**src/rtl/burst_sram_pkg.sv**
```systemverilog
package burst_sram_pkg;
  typedef enum logic {PH_A = 1'b0, PH_B = 1'b1} phase_e;
endpackage

```
**src/rtl/burst_sram_bank.sv**
```systemverilog
module burst_sram_bank #(
  parameter int AW    = 4,
  parameter int DW    = 36,
  parameter int LANES = 4
) (
  input  logic             clk,
  input  logic             we,
  input  logic [AW-1:0]    waddr,
  input  logic [DW-1:0]    wdata,
  input  logic [LANES-1:0] wmask_n,
  input  logic [AW-1:0]    raddr,
  output logic [DW-1:0]    rdata
);
  localparam int DEPTH = 1 << AW;
  localparam int LW    = DW / LANES;

  logic [DW-1:0] mem [DEPTH];

  // Lane-masked write; unselected lanes hold their value.
  always_ff @(posedge clk) begin
    if (we) begin
      for (int l = 0; l < LANES; l++) begin
        if (!wmask_n[l]) mem[waddr][l*LW +: LW] <= wdata[l*LW +: LW];
      end
    end
  end

  assign rdata = mem[raddr];
endmodule

```
**src/rtl/burst_sram_wr_capture.sv**
```systemverilog
module burst_sram_wr_capture
  import burst_sram_pkg::*;
#(
  parameter int AW    = 4,
  parameter int DW    = 36,
  parameter int LANES = 4
) (
  input  logic             clk,
  input  logic             rst_n,
  input  phase_e           ph,
  input  logic             wr_sel_n,
  input  logic [AW-1:0]    addr,
  input  logic [DW-1:0]    wdata,
  input  logic [LANES-1:0] lane_we_n,
  output logic             commit,
  output logic [AW-1:0]    c_addr,
  output logic [DW-1:0]    c_d0,
  output logic [LANES-1:0] c_m0,
  output logic [DW-1:0]    c_d1,
  output logic [LANES-1:0] c_m1
);
  logic             pend;
  logic [DW-1:0]    d0_q;
  logic [LANES-1:0] m0_q;

  always_ff @(posedge clk) begin
    if (!rst_n) begin
      pend <= 1'b0;
      d0_q <= '0;
      m0_q <= '1;
    end else if (ph == PH_A) begin
      pend <= !wr_sel_n;
      d0_q <= wdata;
      m0_q <= lane_we_n;
    end else begin
      pend <= 1'b0;
    end
  end

  // Second beat and address come straight from the bus at phase B.
  assign commit = pend && (ph == PH_B);
  assign c_addr = addr;
  assign c_d0   = d0_q;
  assign c_m0   = m0_q;
  assign c_d1   = wdata;
  assign c_m1   = lane_we_n;

  // a commit happens only after a select seen low one edge earlier
  a_r1_commit_needs_select: assert property (@(posedge clk) disable iff (!rst_n)
    commit |-> ($past(wr_sel_n) == 1'b0));
  // commits only occur on phase-B edges, directly after a phase-A edge
  a_r3_commit_on_b: assert property (@(posedge clk) disable iff (!rst_n)
    commit |=> (ph == PH_A));
endmodule

```
**src/rtl/burst_sram_rd_pipe.sv**
```systemverilog
module burst_sram_rd_pipe
  import burst_sram_pkg::*;
#(
  parameter int AW = 4,
  parameter int DW = 36
) (
  input  logic          clk,
  input  logic          rst_n,
  input  phase_e        ph,
  input  logic          rd_sel_n,
  input  logic [AW-1:0] addr,
  output logic [AW-1:0] raddr,
  input  logic [DW-1:0] even_q,
  input  logic [DW-1:0] odd_q,
  output logic [DW-1:0] q,
  output logic          q_vld
);
  logic          s1_v, s2_v, sec;
  logic [AW-1:0] s1_a, s2_a;
  logic [DW-1:0] hold;

  always_ff @(posedge clk) begin
    if (!rst_n) begin
      s1_v  <= 1'b0;
      s2_v  <= 1'b0;
      s1_a  <= '0;
      s2_a  <= '0;
      sec   <= 1'b0;
      hold  <= '0;
      q     <= '0;
      q_vld <= 1'b0;
    end else if (ph == PH_A) begin
      s1_v <= !rd_sel_n;
      s1_a <= addr;
      s2_v <= s1_v;
      s2_a <= s1_a;
      sec  <= 1'b0;
      if (sec) begin
        q     <= hold;
        q_vld <= 1'b1;
      end else begin
        q     <= '0;
        q_vld <= 1'b0;
      end
    end else begin
      sec <= s2_v;
      if (s2_v) begin
        q     <= even_q;
        hold  <= odd_q;
        q_vld <= 1'b1;
      end else begin
        q     <= '0;
        q_vld <= 1'b0;
      end
    end
  end

  assign raddr = s2_a;

  // first beat visible after the third edge following the command
  a_r6_latency: assert property (@(posedge clk) disable iff (!rst_n)
    (ph == PH_A && !rd_sel_n) |-> ##4 q_vld);
  // every burst lasts at least two half-cycles
  a_r5_two_beats: assert property (@(posedge clk) disable iff (!rst_n)
    $rose(q_vld) |=> q_vld);
  // a burst begins only after a phase-B edge
  a_r9_burst_phase: assert property (@(posedge clk) disable iff (!rst_n)
    $rose(q_vld) |-> (ph == PH_A));
  // no read in two consecutive phase-A windows leaves the bus released
  a_r7_release: assert property (@(posedge clk) disable iff (!rst_n)
    (ph == PH_A && rd_sel_n && $past(rd_sel_n, 2)) |-> ##2 !q_vld);
endmodule

```
**src/rtl/burst_sram.sv**
```systemverilog
module burst_sram
  import burst_sram_pkg::*;
#(
  parameter int AW    = 4,
  parameter int DW    = 36,
  parameter int LANES = 4
) (
  input  logic             clk,
  input  logic             rst_n,
  input  logic             wr_sel_n,
  input  logic             rd_sel_n,
  input  logic [AW-1:0]    addr,
  input  logic [DW-1:0]    wdata,
  input  logic [LANES-1:0] lane_we_n,
  output logic [DW-1:0]    q,
  output logic             q_vld,
  output logic             half
);
  phase_e ph;

  always_ff @(posedge clk) begin
    if (!rst_n) ph <= PH_A;
    else        ph <= (ph == PH_A) ? PH_B : PH_A;
  end
  assign half = (ph == PH_B);

  logic             commit;
  logic [AW-1:0]    c_addr, raddr;
  logic [DW-1:0]    c_d0, c_d1;
  logic [LANES-1:0] c_m0, c_m1;

  burst_sram_wr_capture #(.AW(AW), .DW(DW), .LANES(LANES)) u_wr (
    .clk(clk), .rst_n(rst_n), .ph(ph), .wr_sel_n(wr_sel_n), .addr(addr),
    .wdata(wdata), .lane_we_n(lane_we_n), .commit(commit), .c_addr(c_addr),
    .c_d0(c_d0), .c_m0(c_m0), .c_d1(c_d1), .c_m1(c_m1)
  );

  logic [DW-1:0]    bank_wd [2];
  logic [LANES-1:0] bank_wm [2];
  logic [DW-1:0]    bank_rd [2];

  assign bank_wd[0] = c_d0;
  assign bank_wm[0] = c_m0;
  assign bank_wd[1] = c_d1;
  assign bank_wm[1] = c_m1;

  for (genvar h = 0; h < 2; h++) begin : g_half
    burst_sram_bank #(.AW(AW), .DW(DW), .LANES(LANES)) u_bank (
      .clk(clk), .we(commit), .waddr(c_addr), .wdata(bank_wd[h]),
      .wmask_n(bank_wm[h]), .raddr(raddr), .rdata(bank_rd[h])
    );
  end

  burst_sram_rd_pipe #(.AW(AW), .DW(DW)) u_rd (
    .clk(clk), .rst_n(rst_n), .ph(ph), .rd_sel_n(rd_sel_n), .addr(addr),
    .raddr(raddr), .even_q(bank_rd[0]), .odd_q(bank_rd[1]),
    .q(q), .q_vld(q_vld)
  );
endmodule

```
**config.mk**
```make
export PLATFORM = sky130hd
export DESIGN_NAME = burst_sram
export DESIGN_NICKNAME = d
export VERILOG_FILES = /design/src/rtl/burst_sram_pkg.sv /design/src/rtl/burst_sram_bank.sv /design/src/rtl/burst_sram_wr_capture.sv /design/src/rtl/burst_sram_rd_pipe.sv /design/src/rtl/burst_sram.sv
export SDC_FILE = /design/constraint.sdc
export NUM_CORES = 1
export LEC_CHECK = 0
export ABC_AREA = 1
export BUFFER_PORTS_ARGS = -buffer_cell sky130_fd_sc_hd__buf_2
export CAP_MARGIN = 40
export CORE_UTILIZATION = 35
export DETAILED_ROUTE_END_ITERATION = 8
export SLEW_MARGIN = 30
export SYNTH_ARGS = -nofsm -noshare
export SYNTH_HDL_FRONTEND = slang
export SYNTH_SLANG_ARGS = --single-unit
```
**constraint.sdc**
```tcl
create_clock -name clk -period 4.6 [get_ports clk]
set_input_delay 0.46 -clock clk [delete_from_list [all_inputs] [get_ports clk]]
set_output_delay 0.46 -clock clk [all_outputs]
set_load 0.01 [all_outputs]
```
==> metrics.md <==
| Metric | Value |
|---|---|
| Crit path arrival time | `3.55 ns` |
| Vias per cell | `~5.0` |
| Internal | `19.13 mW` |
| Final cell count without fillers | `6705` |
| Setup-failing EPs final | `0` |
| Yosys warning total | `0` |
| Utilization after layout | `roughly 40%` |
| Leakage power | `22.06 nW` |
| Setup TNS | `0 ns` |
| Run status | `complete, no violations` |
| Syn Area/Cell | `approximately 11 µm²` |
| Syn Std Cell Area | `approximately 51000 µm²` |
| Synth async-reset ratio | `0%` |
| Top_reg_cell synth | `edfxtp_1` |
| Most frequent cells after synthesis | `nand2_1 (1825), edfxtp_1 (1152), nand3_1 (717), nor2_1 (290), inv_1 (134)` |
| Number of global-route vias before repair | `around 32k` |
| Die H | `~380 µm` |
| Avg WL per Cell | `20.28 µm` |
| Final Slew Violations | `0` |
| Root Buffer | `clkbuf_16` |
| Placed cell count | `approximately 6.4k` |
| Switching Fraction | `22.47%` |
| Area after DPL | `roughly 54000 µm²` |
| Ant diodes | `0` |
| Largest delay share family, worst path | `buffers and inverters` |
| Clock latency on the worst-skew pair | `0.78 ns` |
| Worst-Margin Slew | `0.9065 ns` |
| Syn Nets | `4697` |
| Post-synthesis cell type count | `19` |
| Initial Utilization | `35.26%` |
| Power per Cell Area | `423.9 nW/µm²` |
| Critical setup path kind | `reg2reg` |
| Post-synth EDFFs | `about 1.2k` |
| Synth top area share | `67.40%` |
| First DRT Iteration DRCs | `about 3.4k` |
| Slowest CP cell | `buf_4` |
| Final instance area | `just under 60000 µm²` |
| CTS H-tree lvls | `4` |
| RD Place Congestion | `about 0.81` |
| Sequential power share | `52.3%` |
| CP Cell Sequence | `inv_4, buf_4, nand3_1, nand3_1, nand2_1, nand2_1, nand3_1, nand2_1, inv_1` |
| Core area | `between 100000 and 150000 µm²` |
| #FFs+latches synth | `approximately 1.3k` |
| Worst-path clk slew | `about 0.060 ns` |
| Post-Syn Instances | `4649` |
| Area growth syn-to-layout | `13.44%` |
| Logic pwr share | `approximately 4.7%` |
| Gr usage total | `18.28%` |
| Period utilisation layout | `62.73%` |
| Via count | `approximately 33k` |
| Clock Sinks | `about 1.3k` |
| GRT overflow | `0` |
| Net Sw Power | `5.544 mW` |
| Most frequent cell after synthesis | `nand2_1` |
| FP Rows | `140` |
| Port bufs | `85` |
| Worst VDD drop | `roughly 0.24 mV` |
| Initial antenna violation count | `9` |
| CP endpoint kind | `flop` |
| Highest clock rate | `between 300 and 400 MHz` |
| Post-DP HPWL | `about 85 mm` |
| Clk_skew | `roughly 0.036 ns` |
| Ports | `86` |
| Die Area | `148200 µm²` |
| CTS max path bufs | `3` |
| DRC | `0` |
| Sequential area share after synthesis | `~72%` |
| WP data required | `between 5 and 6 ns` |
| Hold Path Class | `in2reg` |
| Cell taking the most area after synthesis | `edfxtp_1` |
| Die X | `approximately 380 µm` |
| DR pass1 iterations | `6` |
| Fin nets | `~4.7k` |
| Routed Antenna Nets | `0` |
| CP Buf/Inv Count | `3` |
| Pin count of the biggest net entering global routing | `roughly 190` |
| Nature of the critical path startpoint | `flop` |
| Slowest stage delay, CP | `about 0.75 ns` |
| Tmin final | `~2.9 ns` |
| Final Hold Vio Count | `0` |
| First-pass GRT wire length | `between 200 and 250 mm` |
| Clock power share | `a little over two fifths` |
| Maximum net fanout on the critical path | `73` |
| Routed WL | `136.0 mm` |
| Leading post-synthesis cells by cell area | `edfxtp_1 (67%), nand2_1 (13%), nand3_1 (7.0%)` |
| Layout cells sized above 1 | `between 7 and 8%` |
| Max_cap viols | `0` |
| Slew headroom | `about two fifths` |
| CTS Buf Count | `134` |
| CTS tree | `yes` |
| RSZ-0062 raised after global routing | `false` |
[power by group through the flow]
stage / Clock (mW) / Sequential (mW) / Combinational (mW)
3_5_place_dp: 0 / 13.2 / 1.09
5_1_grt: 11.2 / 12.9 / 1.26
6_report: 10.6 / 12.9 / 1.15
2_1_floorplan: 0 / 13.1 / 0.670
3_3_place_gp: 0 / 13.2 / 1.05
4_1_cts: 10.8 / 12.9 / 1.10
[sequential cells by signal, indices dropped and copies added, names as in the netlist, named ones only]
register / count
u_rd.q: 36
u_wr.pend: 1
u_wr.c_m0: 4
u_rd.s2_v: 1
half: 1
g_half.u_bank.mem: 1152
u_rd.raddr: 4
u_rd.q_vld: 1
u_wr.c_d0: 36
u_rd.s1_v: 1
u_rd.hold: 36
u_rd.s1_a: 4
u_rd.sec: 1
[routing by layer]
layer | routed length (µm) | up-vias | global-route usage, %
li1 | - | 15841 | -
met1 | 60530 | 15913 | 26.18
met2 | 59810 | 1285 | 27.27
met3 | 11890 | 208 | 4.550
met4 | 3725 | 4 | 5.467
met5 | 22 | - | 0
[kinds of logic (layout without fill, tap and decap cells)]
group	count (synthesis)	after routing	share of synthesized area [%]
and+or+nand+nor	2832	2832	22.46
DFF	1282	1282	72.47
AOI/OAI and AO/OA	122	122	1.494
buffers and inverters	413	552	3.572
[area by class of cell]
cell class,count,area [µm²]
clock buffers,178,3716
clock inverters,66,634.4
fillers,13721,87350
inverters,143,561.8
multi-input cells,2954,12330
flip-flops and latches,1282,37220
well taps,1917,2399
repair buffers,165,1361
[worst reg2reg max path: cells and delay by family, from the launching register on]
family	cells	cell delay, ns
buffers and inverters	3	1.55
and+or+nand+nor	6	0.74
DFF	1	0.50
[worst paths after layout]
kind	start	end	slack (ns)	cells past startpoint
hold / removal	lane_we_n[3]	u_wr.c_m0[3]	0.05	3
hold reg to reg	u_wr.c_m0[0]	u_wr.c_m0[0]	0.48	2
setup reg to reg	u_rd.raddr[1]	u_rd.hold[26]	1.71	9
setup / recovery	u_rd.raddr[1]	u_rd.hold[26]	1.71	9
[through the flow]
stage | worst slack [ns] | hold slack, ns | power, mW
6_report | 1.715 | 0.04768 | 24.68
5_1_grt | 1.537 | 0.02774 | 25.39
4_1_cts | 1.735 | 0.008581 | 24.81
3_5_place_dp | 1.745 | 0.4716 | 14.27
3_3_place_gp | 1.715 | 0.4683 | 14.23
2_1_floorplan | 2.772 | 0.4265 | 13.73
[cell usage in the layout, fill, tap and decap left out, types with 7 or more instances in the layout]
cell type,instances
buf_6,12
edfxtp_1,1152
buf_2,86
nor2_1,287
clkbuf_1,31
clkinv_2,18
clkinv_1,21
buf_16,7
o21ai_0,71
a22o_1,36
clkbuf_8,7
o22ai_1,9
clkinv_8,10
nand3_1,717
nand2_1,1820
dfxtp_1,123
inv_1,133
buf_8,10
clkbuf_16,140
buf_4,33
[repair_timing]
action / CTS / global route
endpoints found under the hold margin: 6 / 0
gates resized for setup: 0 / 0
hold buffers: 6 / 0
buffers inserted: 0 / 0
Note: power is estimated with default switching activity, not from simulation.
